$ cat src/rtl/ef_pkg.sv
package ef_pkg;
  typedef enum logic {
    EF_MODE_STANDALONE = 1'b0,
    EF_MODE_ENHANCED   = 1'b1
  } ef_mode_e;
endpackage

$ cat src/rtl/ef_ptr_cmp.sv
module ef_ptr_cmp #(
  parameter int PTR_W = 13
) (
  input  logic [PTR_W-1:0] rd_ptr_i,
  input  logic [PTR_W-1:0] wr_ptr_i,
  output logic             ptr_eq_o
);
  // full-width compare: wrap bit separates full from empty
  always_comb begin
    ptr_eq_o = (rd_ptr_i == wr_ptr_i);
  end
endmodule

$ cat src/rtl/ef_flag_reg.sv
module ef_flag_reg (
  input  logic clk_i,
  input  logic rst_i,
  input  logic ptr_eq_i,
  output logic empty_n_o
);
  always_ff @(posedge clk_i) begin
    if (rst_i) empty_n_o <= 1'b0;
    else       empty_n_o <= ~ptr_eq_i;
  end


  flag_follows_cmp_chk: assert property (@(posedge clk_i) disable iff (rst_i)
    !rst_i |=> (empty_n_o == !$past(ptr_eq_i)));

  flag_reset_low_chk: assert property (@(posedge clk_i)
    rst_i |=> !empty_n_o);
endmodule

$ cat src/rtl/ef_rd_gate.sv
module ef_rd_gate (
  input  logic clk_i,
  input  logic rst_i,
  input  logic rd_en_i,
  input  logic empty_n_i,
  output logic rd_stb_o
);
  always_ff @(posedge clk_i) begin
    if (rst_i) rd_stb_o <= 1'b0;
    else       rd_stb_o <= rd_en_i & empty_n_i;
  end


  no_read_when_empty_chk: assert property (@(posedge clk_i) disable iff (rst_i)
    !empty_n_i |=> !rd_stb_o);

  read_passes_chk: assert property (@(posedge clk_i) disable iff (rst_i)
    (rd_en_i && empty_n_i) |=> rd_stb_o);

  stb_reset_low_chk: assert property (@(posedge clk_i)
    rst_i |=> !rd_stb_o);
endmodule

$ cat src/rtl/ef_flag_dly.sv
module ef_flag_dly
  import ef_pkg::*;
#(
  parameter ef_mode_e MODE = EF_MODE_ENHANCED
) (
  input  logic clk_i,
  input  logic rst_i,
  input  logic empty_n_i,
  output logic empty2_n_o
);
  generate
    if (MODE == EF_MODE_ENHANCED) begin : g_enh
      logic dly_q;
      always_ff @(posedge clk_i) begin
        if (rst_i) dly_q <= 1'b0;
        else       dly_q <= empty_n_i;
      end
      assign empty2_n_o = dly_q;


      lag_one_clk_chk: assert property (@(posedge clk_i) disable iff (rst_i)
        !rst_i |=> (empty2_n_o == $past(empty_n_i)));
    end else begin : g_std
      assign empty2_n_o = 1'b1;


      held_high_chk: assert property (@(posedge clk_i) empty2_n_o);
    end
  endgenerate
endmodule

$ cat src/rtl/ef_read_side.sv
module ef_read_side
  import ef_pkg::*;
#(
  parameter int       PTR_W = 13,
  parameter ef_mode_e MODE  = EF_MODE_ENHANCED
) (
  input  logic             clk_i,
  input  logic             rst_i,
  input  logic             rd_en_i,
  input  logic [PTR_W-1:0] rd_ptr_i,
  input  logic [PTR_W-1:0] wr_ptr_sync_i,
  output logic             empty_n_o,
  output logic             empty2_n_o,
  output logic             rd_stb_o
);
  logic ptr_eq;

  ef_ptr_cmp #(.PTR_W(PTR_W)) cmp_i (
    .rd_ptr_i (rd_ptr_i),
    .wr_ptr_i (wr_ptr_sync_i),
    .ptr_eq_o (ptr_eq)
  );

  ef_flag_reg flag_i (
    .clk_i     (clk_i),
    .rst_i     (rst_i),
    .ptr_eq_i  (ptr_eq),
    .empty_n_o (empty_n_o)
  );

  ef_rd_gate gate_i (
    .clk_i     (clk_i),
    .rst_i     (rst_i),
    .rd_en_i   (rd_en_i),
    .empty_n_i (empty_n_o),
    .rd_stb_o  (rd_stb_o)
  );

  ef_flag_dly #(.MODE(MODE)) dly_i (
    .clk_i      (clk_i),
    .rst_i      (rst_i),
    .empty_n_i  (empty_n_o),
    .empty2_n_o (empty2_n_o)
  );
endmodule

$ cat config.mk
export PLATFORM = sky130hd
export DESIGN_NAME = ef_read_side
export DESIGN_NICKNAME = d
export VERILOG_FILES = /design/src/rtl/ef_pkg.sv /design/src/rtl/ef_ptr_cmp.sv /design/src/rtl/ef_flag_reg.sv /design/src/rtl/ef_rd_gate.sv /design/src/rtl/ef_flag_dly.sv /design/src/rtl/ef_read_side.sv
export SDC_FILE = /design/constraint.sdc
export NUM_CORES = 1
export LEC_CHECK = 0
export BUFFER_PORTS_ARGS = -buffer_cell sky130_fd_sc_hd__buf_2
export CAP_MARGIN = 10
export CORE_AREA = 5 5 42 44
export DETAILED_ROUTE_END_ITERATION = 8
export DIE_AREA = 0 0 47 49
export HOLD_SLACK_MARGIN = 0.05
export PLACE_DENSITY = 0.62
export SLEW_MARGIN = 20
export SYNTH_ARGS = -nofsm -noshare
export SYNTH_HDL_FRONTEND = slang
export SYNTH_SLANG_ARGS = --single-unit
$ cat constraint.sdc
create_clock -name clk_i -period 0.8 [get_ports clk_i]
set_clock_uncertainty 0.1 [all_clocks]
set_input_delay 0.08 -clock clk_i [delete_from_list [all_inputs] [get_ports clk_i]]
set_output_delay 0.08 -clock clk_i [all_outputs]
set_load 0.02 [all_outputs]
### Word-level counts from Yosys, hierarchy flattened

Index checks and enable logic that the tools add are counted.

* register bits after elaboration: 3
* input port bits: 29

* eq/ne operators: 1
* bitwise gates (word level): 2

Operator list (number)
* $eq 13x13->1: 1
* $and 1x1->1: 1
* $not 1->1: 1

### Longest topological paths before layout

Gate-level depths: netlist (run 1).

* depth after elaboration: 2
* depth in mapped cells: 4

### Hierarchy

Synthesis (run 1) repeated with hierarchy kept, for this count alone.

* cells, all modules: 23
* area, all modules: 231.5 um^2

By module, submodules not included
* ef_ptr_cmp: instances 1, cells each 17, area each 145.1 um^2
* ef_flag_dly: instances 1, cells each 2, area each 33.8 um^2
* ef_rd_gate: instances 1, cells each 2, area each 28.8 um^2
* ef_flag_reg: instances 1, cells each 2, area each 23.8 um^2

### Worst setup path before layout (run 1)

Ideal clock, no wire load.

* kind: register to register
* from: reg flag_i.empty_n_o
* to: reg gate_i.rd_stb_o
* setup time: 115 ps
* arrival time: 636 ps
* slack: -51 ps
* cell stages (with the launch flop): 3
* path buffers: 0
* clock period less this slack: 851 ps
* path through: dfxtp_1 nor2b_1 and2_1

* longest elaborated chain between the ends: 1

Ends and longest elaborated chain
* start: declaration: line ef_flag_reg.sv:5 `output logic empty_n_o`
* start signal: assignment: line ef_flag_reg.sv:9 `else empty_n_o <= ~ptr_eq_i;`
* $and 1x1->1: line ef_rd_gate.sv:10 `else rd_stb_o <= rd_en_i & empty_n_i;`
* end signal: assignment: line ef_rd_gate.sv:10
* end: declaration: line ef_rd_gate.sv:6 `output logic rd_stb_o`

No other way between the ends.
A chain may end at the register's enable or synchronous reset.

### Worst setup path after layout (run 1)

* from: reg flag_i.empty_n_o
* to: out empty_n_o

RTL lines
* end: declaration: line ef_read_side.sv:12 `output logic empty_n_o,`

No word-level cell between the ends.

==> flow_summary.ini, run 1 <==
[clocking]
root_buffer = clkbuf_4
cts_max_path_buffers = 2
cts_tree = done
clk_pin_slew_ns = 0.04
htree_levels = 1
clkLatencyLatePin_ns = 0.23
cts_sinks = 3
numCtsBuffers = 3
post_cts_buffers = 0

[power_and_ir_drop]
switching_share_pct = 24.5
p_switching_mw = 0.148
internal_power_mw = 0.455
pwr-share-seq_pct = 27.1
p_comb_share_pct = 30.0
cellPowerDensity_mw_per_mm2 = 1290
ir_worst_vdd_v = 0.000287
power_frac_clock_pct = 42.9
power_mw = 0.603
p_leak_nw = 0.229

[sta]
relSlewSlack_pct = 86.5
clock.fmax_mhz = 1190
fin_ws_ns = -0.0429
post-route-period-util_pct = 105
slew_viol_final = 0
timing.setup.tns_ns = -0.123
hold_ws_ns = -0.0734
setup_violations = 4
rsz0062_at_grt = yes
hold_viol_final = 3
worst_pin_slew_ns = 0.201
min_period_ns = 0.843

[outcome]
status = finished, violations left
violations = negative hold slack, negative setup slack

[flow_run]
cap_violations = 0

[detailed_routing]
drt_iter0_drc = 0
first_pass_iters = 1
vias_per_cell = 3.92
drt_wl_total_um = 695
routedWlPerCell_um = 9.52
vias = 286
route.detailed.drc = 0
ant_nets = 0

[critical_path]
reg2regPathDepth = 2
crit_family = flip-flops
cp-start-kind = register
cp_num_buf_inv = 1
path_cells = buf_6
cp.required_ns = 0.62
crit_path_top_delay_cell = dfxtp_2
end_kind = output pin
critPathArrivalTime_ns = 0.66
worst-path-stages = 1
critPathMaxStageDelay_ns = 0.31
path_max_fanout = 2
critPathKind = reg2out

[synth]
syn_area_um2 = 214
synthCells = 22
synth-main-ff-cell = dfxtp_1
yosysMostFrequentCell = xor2_1
synth_top_area_share_pct = 28.7
synth_area_per_cell_um2 = 9.73
synth_edf_count = 0
async_reset_ff_share_pct = 0
synthesis.nets = 51
synth-seq-cells = 3
synth_seq_area_share_pct = 28.1
ys_types = 8
synth_commonest_cells = xor2_1, xnor2_1, dfxtp_1
yosysWarningCount = 0
yosysTopAreaCell = xor2_1
synthTopCellsByArea = xor2_1, dfxtp_1, xnor2_1, nor4_1, a41oi_1

[floorplanning]
start_util_pct = 15.3
chipWidth_um = 47
rows = 14
die_area_mm2 = 0.00230
floorplan.die.height_um = 49
coreArea_mm2 = 0.00140
pin_count = 32

[cells_and_area]
num-nets-final = 87
multiInputGateArea_um2 = 176
drive_gt1_share_pct = 71.9
seq_area_um2 = 63.8
diodes = 0
fill_cells = 167
area_growth_pct = 118

[global_route]
grt_pass1_vias = 297
grt_pass1_wl_um = 1060
groute.usage.overall_pct = 6.75
antenna_found_initial = 0
grt_max_degree = 3
gr-total-overflow = 0

[placement]
dp.final_hpwl_um = 616
gp_congestion = 0.610
port_buffers = 31

[worst_hold_path]
hold_depth = 2
hold_class = in2reg
cell families after synthesis:
group	after synthesis	synth area share [%]
AO/OA/AOI/OAI	1	4.09
XOR/XNOR	13	53.2
flip-flops	3	28.1
AND/OR/NAND/NOR	5	14.6
cell type report:
cell class	instances	area share, %
Clock buffer	4	5.63
Timing Repair Buffer	31	38.6
Tap cell	16	4.29
Sequential cell	3	13.7
Multi-Input combinational cell	19	37.8
state kept, by name, indices dropped and copies added (netlist names):
name              cells
dly_i.empty2_n_o      1
flag_i.empty_n_o      1
gate_i.rd_stb_o       1
per-layer routing:
layer  track usage, %  up-vias  share of wire [%]
met4             6.91        0                  0
met2             10.9       14                 63
li1                 -      144                  -
met3             2.95        0                 11
met5                0        -                  0
met1             5.47      128                 25
worst paths after layout:
kind | from | to | slack, ns
max | flag_i.empty_n_o$_SDFF_PP0_ | empty_n_o | -0.04
min | rst_i | flag_i.empty_n_o$_SDFF_PP0_ | -0.07
max reg2reg | flag_i.empty_n_o$_SDFF_PP0_ | gate_i.rd_stb_o$_SDFF_PP0_ | -0.01
min reg2reg | flag_i.empty_n_o$_SDFF_PP0_ | dly_i.empty2_n_o$_SDFF_PP0_ | 0.40
per-stage QoR:
stage	utilization, %	area, µm²	worst slack, ns	std cells
2_1_floorplan	-	215	-0.0301	22
3_3_place_gp	27.9	390	-0.242	69
3_5_place_dp	27.9	390	-0.249	69
4_1_cts	31.7	444	-0.0595	73
5_1_grt	33.3	467	-0.0769	73
6_report	33.3	467	-0.0429	73
power by group through the flow:
stage,registers [mW],clock network [mW],logic (mW)
floorplan,0.172,0,0.0565
global placement,0.162,0,0.156
detailed placement,0.163,0,0.156
CTS,0.163,0.279,0.169
global route,0.164,0.296,0.197
finish,0.163,0.259,0.181
placed cells by master, fill, tap and decap left out, drive strengths merged:
cell type | netlist | routed
a41oi | 1 | 1
and2 | 1 | 1
buf | 0 | 31
clkbuf | 0 | 4
dfxtp | 3 | 3
nand4 | 1 | 1
nor2b | 1 | 1
nor4 | 2 | 2
xnor2 | 6 | 6
xor2 | 7 | 7
what timing repair did:
action | 4_1_cts | 5_1_grt
hold endpoints to repair | 3 | 3
pin swaps | 0 | 2
gates cloned | 0 | 0
endpoints found under the setup margin | 4 | 5
gates resized for setup | 9 | 4
Note: power is estimated with default switching activity, not from simulation.
==> inputs of run 2 (changes only) <==
--- a/config.mk
+++ b/config.mk
@@ -5,13 +5,14 @@
 export SDC_FILE = /design/constraint.sdc
 export NUM_CORES = 1
 export LEC_CHECK = 0
+export ABC_AREA = 1
 export BUFFER_PORTS_ARGS = -buffer_cell sky130_fd_sc_hd__buf_2
 export CAP_MARGIN = 10
 export CORE_AREA = 5 5 42 44
 export DETAILED_ROUTE_END_ITERATION = 8
 export DIE_AREA = 0 0 47 49
 export HOLD_SLACK_MARGIN = 0.05
-export PLACE_DENSITY = 0.62
+export PLACE_DENSITY = 0.71
 export SLEW_MARGIN = 20
 export SYNTH_ARGS = -nofsm -noshare
 export SYNTH_HDL_FRONTEND = slang
==> run 2 against run 1 <==
  * The flow finishes with violations (negative setup slack)
  * Critical endpoint unchanged
  * Die area is the same
  * Synthesized area rose by 49%
  * Cell area is 20% higher
  * Via count grew 64%
  * Synthesized cell count increased to 3.0 times the previous value
  * Critical path depth stayed put
  * First-iteration DRC count increased by 2
  * Setup slack worse by 0.0051 ns
  * Sequential power about the same
==> flow_summary.ini, run 2 <==
[detailed_routing]
met1Wirelength_um = 273
drt_iter0_drc = 2
top_layer_used = met4
ant_nets = 0
vias = 468
first_pass_iters = 4
met3_length_um = 103
vias_per_cell = 3.97
routedWlPerCell_um = 7.16
drt_wl_total_um = 845
route.detailed.drc = 0
wl_met2_um = 455

[sta]
worst_pin_slew_ns = 0.122
hold_ws_ns = 0.129
post-route-period-util_pct = 106
clock.fmax_mhz = 1180
relSlewSlack_pct = 91.8
rsz0062_at_grt = yes
min_period_ns = 0.848
setup_violations = 3
hold_viol_final = 0
fin_ws_ns = -0.0480
slew_viol_final = 0

[synth]
synth_edf_count = 0
yosysMostFrequentCell = nand2_1
async_reset_ff_share_pct = 0
synthesis.nets = 95
yosysWarningCount = 0
synth_area_per_cell_um2 = 4.83
synth_commonest_cells = nand2_1, inv_1, nor2_1
synth-seq-cells = 3
syn_area_um2 = 319
ys_types = 7
synth-main-ff-cell = dfxtp_1
yosysTopAreaCell = nand2_1
synthTopCellsByArea = nand2_1, inv_1, dfxtp_1, nor2_1, xnor2_1
synthCells = 66
synth_seq_area_share_pct = 18.8
synth_top_area_share_pct = 34.1

[cells_and_area]
diodes = 0
num-nets-final = 132
area_growth_pct = 75.7
fill_cells = 170
final_core_util_pct = 40.0
multiInputGateArea_um2 = 191
drive_gt1_share_pct = 35.3
final_cells = 118
seq_area_um2 = 63.8
layout.cells.most_common = nand2_1
design_area_um2 = 561
layout_common_cells = nand2_1, buf_2, inv_1

[floorplanning]
rows = 14
coreArea_mm2 = 0.00140
chipWidth_um = 47
pin_count = 32
die_area_mm2 = 0.00230
start_util_pct = 22.8
floorplan.die.height_um = 49

[global_route]
grt_pass1_wl_um = 1150
antenna_found_initial = 0
gr-total-overflow = 0
grt_pass1_vias = 368
groute.usage.overall_pct = 7.10
grt_max_degree = 4

[power_and_ir_drop]
cellPowerDensity_mw_per_mm2 = 1130
p_leak_nw = 0.380
ir_worst_vdd_v = 0.000283

[worst_hold_path]
hold_class = in2reg
hold_path.startpoint = rd_ptr_i[3]
hold_depth = 5

[critical_path]
worst-path-stages = 1
crit_start = flag_i.empty_n_o$_SDFF_PP0_
cp.required_ns = 0.62
r2r_start = flag_i.empty_n_o$_SDFF_PP0_
end_kind = output pin
critPathKind = reg2out
path_cells = buf_6
critPathMaxStageDelay_ns = 0.31
crit_path_top_delay_cell = dfxtp_2
regToRegSetupSlack_ns = 0.06
crit_family = flip-flops
critPathArrivalTime_ns = 0.67
cp-start-kind = register
cp_num_buf_inv = 1
path_max_fanout = 2
reg2regPathDepth = 3

[placement]
port_buffers = 31
gp_congestion = 0.596
place_inst = 113
placed_area_um2 = 494
dp.final_hpwl_um = 784
dp_slack_ns = -0.0486

[clocking]
cts_max_path_buffers = 2
clk_pin_slew_ns = 0.04
htree_levels = 1
numCtsBuffers = 3
cts_sinks = 3
cts_tree = done
clkLatencyLatePin_ns = 0.23
root_buffer = clkbuf_4

[outcome]
status = finished, violations left
violations = negative setup slack

[flow_run]
cap_violations = 0
-- run 2: path summary, 6_finish.rpt --
path | endpoint
worst max-delay path | empty_n_o
worst min-delay path | flag_i.empty_n_o$_SDFF_PP0_
worst max register to register | gate_i.rd_stb_o$_SDFF_PP0_
worst min register to register | dly_i.empty2_n_o$_SDFF_PP0_
-- run 2: layer usage --
metal / track usage, % / up-vias
met5: 0 / -
met4: 8.29 / 0
met3: 1.48 / 2
met2: 12.0 / 20
met1: 5.68 / 193
li1: - / 253
-- run 2: area by class of cell --
cell class / count / area share, %
flip-flops and latches: 3 / 11.4
multi-input cells: 45 / 34.2
clock buffers: 4 / 4.69
well taps: 16 / 3.57
repair buffers: 32 / 34.2
inverters: 18 / 12.1
-- run 2: stage by stage --
step | total power, mW | setup TNS (ns)
2_1_floorplan | 0.256 | 0
3_3_place_gp | 0.344 | -0.0359
3_5_place_dp | 0.353 | -0.0486
4_1_cts | 0.651 | -0.147
5_1_grt | 0.683 | -0.196
6_report | 0.633 | -0.122
-- run 2: timing repair --
item	4_1_cts	5_1_grt
setup buffers	1	0
hold endpoints to repair	3	0
resized for setup	9	0
pin swaps	0	0
hold buffers	2	0
setup endpoints to repair	3	5
-- run 2: kinds of logic after synthesis --
| logic type | after synthesis | share of synthesized area [%] |
|---|---|---|
| flip-flops | 3 | 18.8 |
| AO/OA/AOI/OAI | 1 | 1.57 |
| buffers and inverters | 18 | 21.2 |
| AND/OR/NAND/NOR | 40 | 47.4 |
| XOR/XNOR | 4 | 11.0 |
-- run 2: tightest hold or removal path: cells and delay by family --
kind | cells | cell delay, ns
xor+xnor | 1 | 0.05
compound gates | 1 | 0.12
simple gates | 2 | 0.09
buf+inv | 1 | 0.08
-- run 2: power by group --
| part | internal, mW | switching [mW] | total [mW] |
|---|---|---|---|
| Combinational | 0.113 | 0.0905 | 0.203 |
| Sequential | 0.159 | 0.00361 | 0.163 |
| Clock | 0.187 | 0.0794 | 0.266 |
| Total | 0.459 | 0.174 | 0.633 |
==> inputs of run 3 (changes only) <==
--- a/config.mk
+++ b/config.mk
@@ -8,9 +8,9 @@
 export ABC_AREA = 1
 export BUFFER_PORTS_ARGS = -buffer_cell sky130_fd_sc_hd__buf_2
 export CAP_MARGIN = 10
-export CORE_AREA = 5 5 42 44
+export CORE_AREA = 2 2 39 41
 export DETAILED_ROUTE_END_ITERATION = 8
-export DIE_AREA = 0 0 47 49
+export DIE_AREA = 0 0 41 43
 export HOLD_SLACK_MARGIN = 0.05
 export PLACE_DENSITY = 0.71
 export SLEW_MARGIN = 20
==> run 3 against run 2 <==
  * The run still ends with negative setup slack left
  * Non-clock buffer count grew 1
  * Setup slack lost 0.014 ns
  * Sequential share of layout area shrank 0.13 points
  * Wire length shrank 8.4%
  * Fmax shrank 1.7%
  * Flip-flop and latch count is the same
  * Via count grew 1.3%
  * Die area shrank 23%
  * Register-to-register slack gained 0.12 ns
  * Global-route usage grew 3.3 points
  * Clock power shrank 3%
  * Critical path type unchanged
  * Critical endpoint unchanged
  * Largest power group unchanged
==> flow_summary.ini, run 3 (synthesis gave the netlist of run 2 again) <==
[clocking]
clkLatencyLatePin_ns = 0.22
cts_tree = done
clk_pin_slew_ns = 0.03
cts_max_path_buffers = 2
cts_sinks = 3
root_buffer = clkbuf_4
post_cts_buffers = 0
htree_levels = 1
numCtsBuffers = 3

[sta]
timing.setup.tns_ns = -0.122
relSlewSlack_pct = 89.8
slew_viol_final = 0
clock.fmax_mhz = 1160
hold_viol_final = 0
setup_violations = 3
rsz0062_at_grt = yes
hold_ws_ns = 0.144
worst_pin_slew_ns = 0.152
fin_ws_ns = -0.0624
min_period_ns = 0.862
post-route-period-util_pct = 108

[critical_path]
end_kind = output pin
path_max_fanout = 3
crit_path_top_delay_cell = dfxtp_2
cp-start-kind = register
critPathMaxStageDelay_ns = 0.34
cp_num_buf_inv = 1
critPathKind = reg2out
crit_family = flip-flops
critPathArrivalTime_ns = 0.68
cp.required_ns = 0.62
path_cells = buf_6

[power_and_ir_drop]
internal_power_mw = 0.459
power_frac_clock_pct = 41.0
power_mw = 0.627
p_switching_mw = 0.168
p_comb_share_pct = 32.8
pwr-share-seq_pct = 26.2
p_leak_nw = 0.383
switching_share_pct = 26.8
cellPowerDensity_mw_per_mm2 = 1110
ir_worst_vdd_v = 0.000273

[outcome]
status = finished, violations left
violations = negative setup slack

[floorplanning]
rows = 14
die_area_mm2 = 0.00176
chipWidth_um = 41
floorplan.die.height_um = 43
pin_count = 32
coreArea_mm2 = 0.00138
start_util_pct = 23.1

[detailed_routing]
vias_per_cell = 3.98
first_pass_iters = 3
route.detailed.drc = 0
vias = 474
drt_iter0_drc = 4
routedWlPerCell_um = 6.50
drt_wl_total_um = 774
ant_nets = 0

[placement]
dp.final_hpwl_um = 700
port_buffers = 31
gp_congestion = 0.543
place_inst = 113

[global_route]
antenna_found_initial = 0
grt_max_degree = 4
grt_pass1_vias = 433
groute.usage.overall_pct = 10.4
gr-total-overflow = 0
grt_pass1_wl_um = 1300

[cells_and_area]
drive_gt1_share_pct = 36.9
layout.cells.most_common = nand2_1
fill_cells = 158
num-nets-final = 133
diodes = 0
layout_common_cells = nand2_1, buf_2, inv_1
final_cells = 119
area_growth_pct = 77.6

[flow_run]
cap_violations = 0

[worst_hold_path]
hold_class = in2reg
run 3: cell types whose count changed in the layout (fill, tap and decap cells not counted), sizes merged:
| cell | delta |
|---|---|
| buf | +1 |
run 3: layout make-up:
type	count	area, µm²	area share (%)
Clock buffer	4	26.3	4.64
Multi-Input combinational cell	45	195	34.4
Sequential cell	3	63.8	11.3
Inverter	18	67.6	11.9
Tap cell	16	20.0	3.53
Timing Repair Buffer	33	194	34.2
run 3: power groups by stage:
stage | clock, mW | sequential, mW | combinational, mW
floorplan | 0 | 0.172 | 0.0832
global placement | 0 | 0.163 | 0.182
detailed placement | 0 | 0.163 | 0.191
CTS | 0.265 | 0.164 | 0.207
global route | 0.287 | 0.165 | 0.238
finish | 0.257 | 0.164 | 0.206
run 3: worst reg2reg max path: stages, from the launching register on:
cell	delay, ns
dfxtp_2	0.34
nand2_1	0.05
nor2_1	0.07
run 3: timing repair:
item / CTS / global route
resized for setup: 9 / 1
cloned: 0 / 0
endpoints found under the hold margin: 3 / 0
endpoints found under the setup margin: 3 / 4
pin swaps: 0 / 0
hold buffers: 2 / 0
run 3: worst paths after layout:
| kind | slack, ns | endpoint | cells after the start | startpoint |
|---|---|---|---|---|
| hold reg to reg | 0.34 | dly_i.empty2_n_o$_SDFF_PP0_ | 2 | flag_i.empty_n_o$_SDFF_PP0_ |
| hold / removal | 0.14 | flag_i.empty_n_o$_SDFF_PP0_ | 5 | rd_ptr_i[3] |
| setup reg to reg | 0.18 | gate_i.rd_stb_o$_SDFF_PP0_ | 2 | flag_i.empty_n_o$_SDFF_PP0_ |
| setup / recovery | -0.06 | empty_n_o | 1 | flag_i.empty_n_o$_SDFF_PP0_ |
run 3: stage by stage:
stage / utilization [%] / worst slack, ns / cell area (µm²)
CTS: 40.7 / -0.0718 / 563
floorplan: - / 0.0644 / 319
detailed placement: 35.7 / -0.0632 / 494
finish: 41.0 / -0.0624 / 567
global route: 41.0 / -0.0932 / 567
global placement: 35.7 / -0.0358 / 494
run 3: layer usage:
metal	vias up	GRT usage [%]	part of all wire, %
li1	255	-	-
met1	202	8.33	37
met2	17	20.6	57
met3	0	1.57	5.8
met4	0	6.00	0
met5	-	0	0
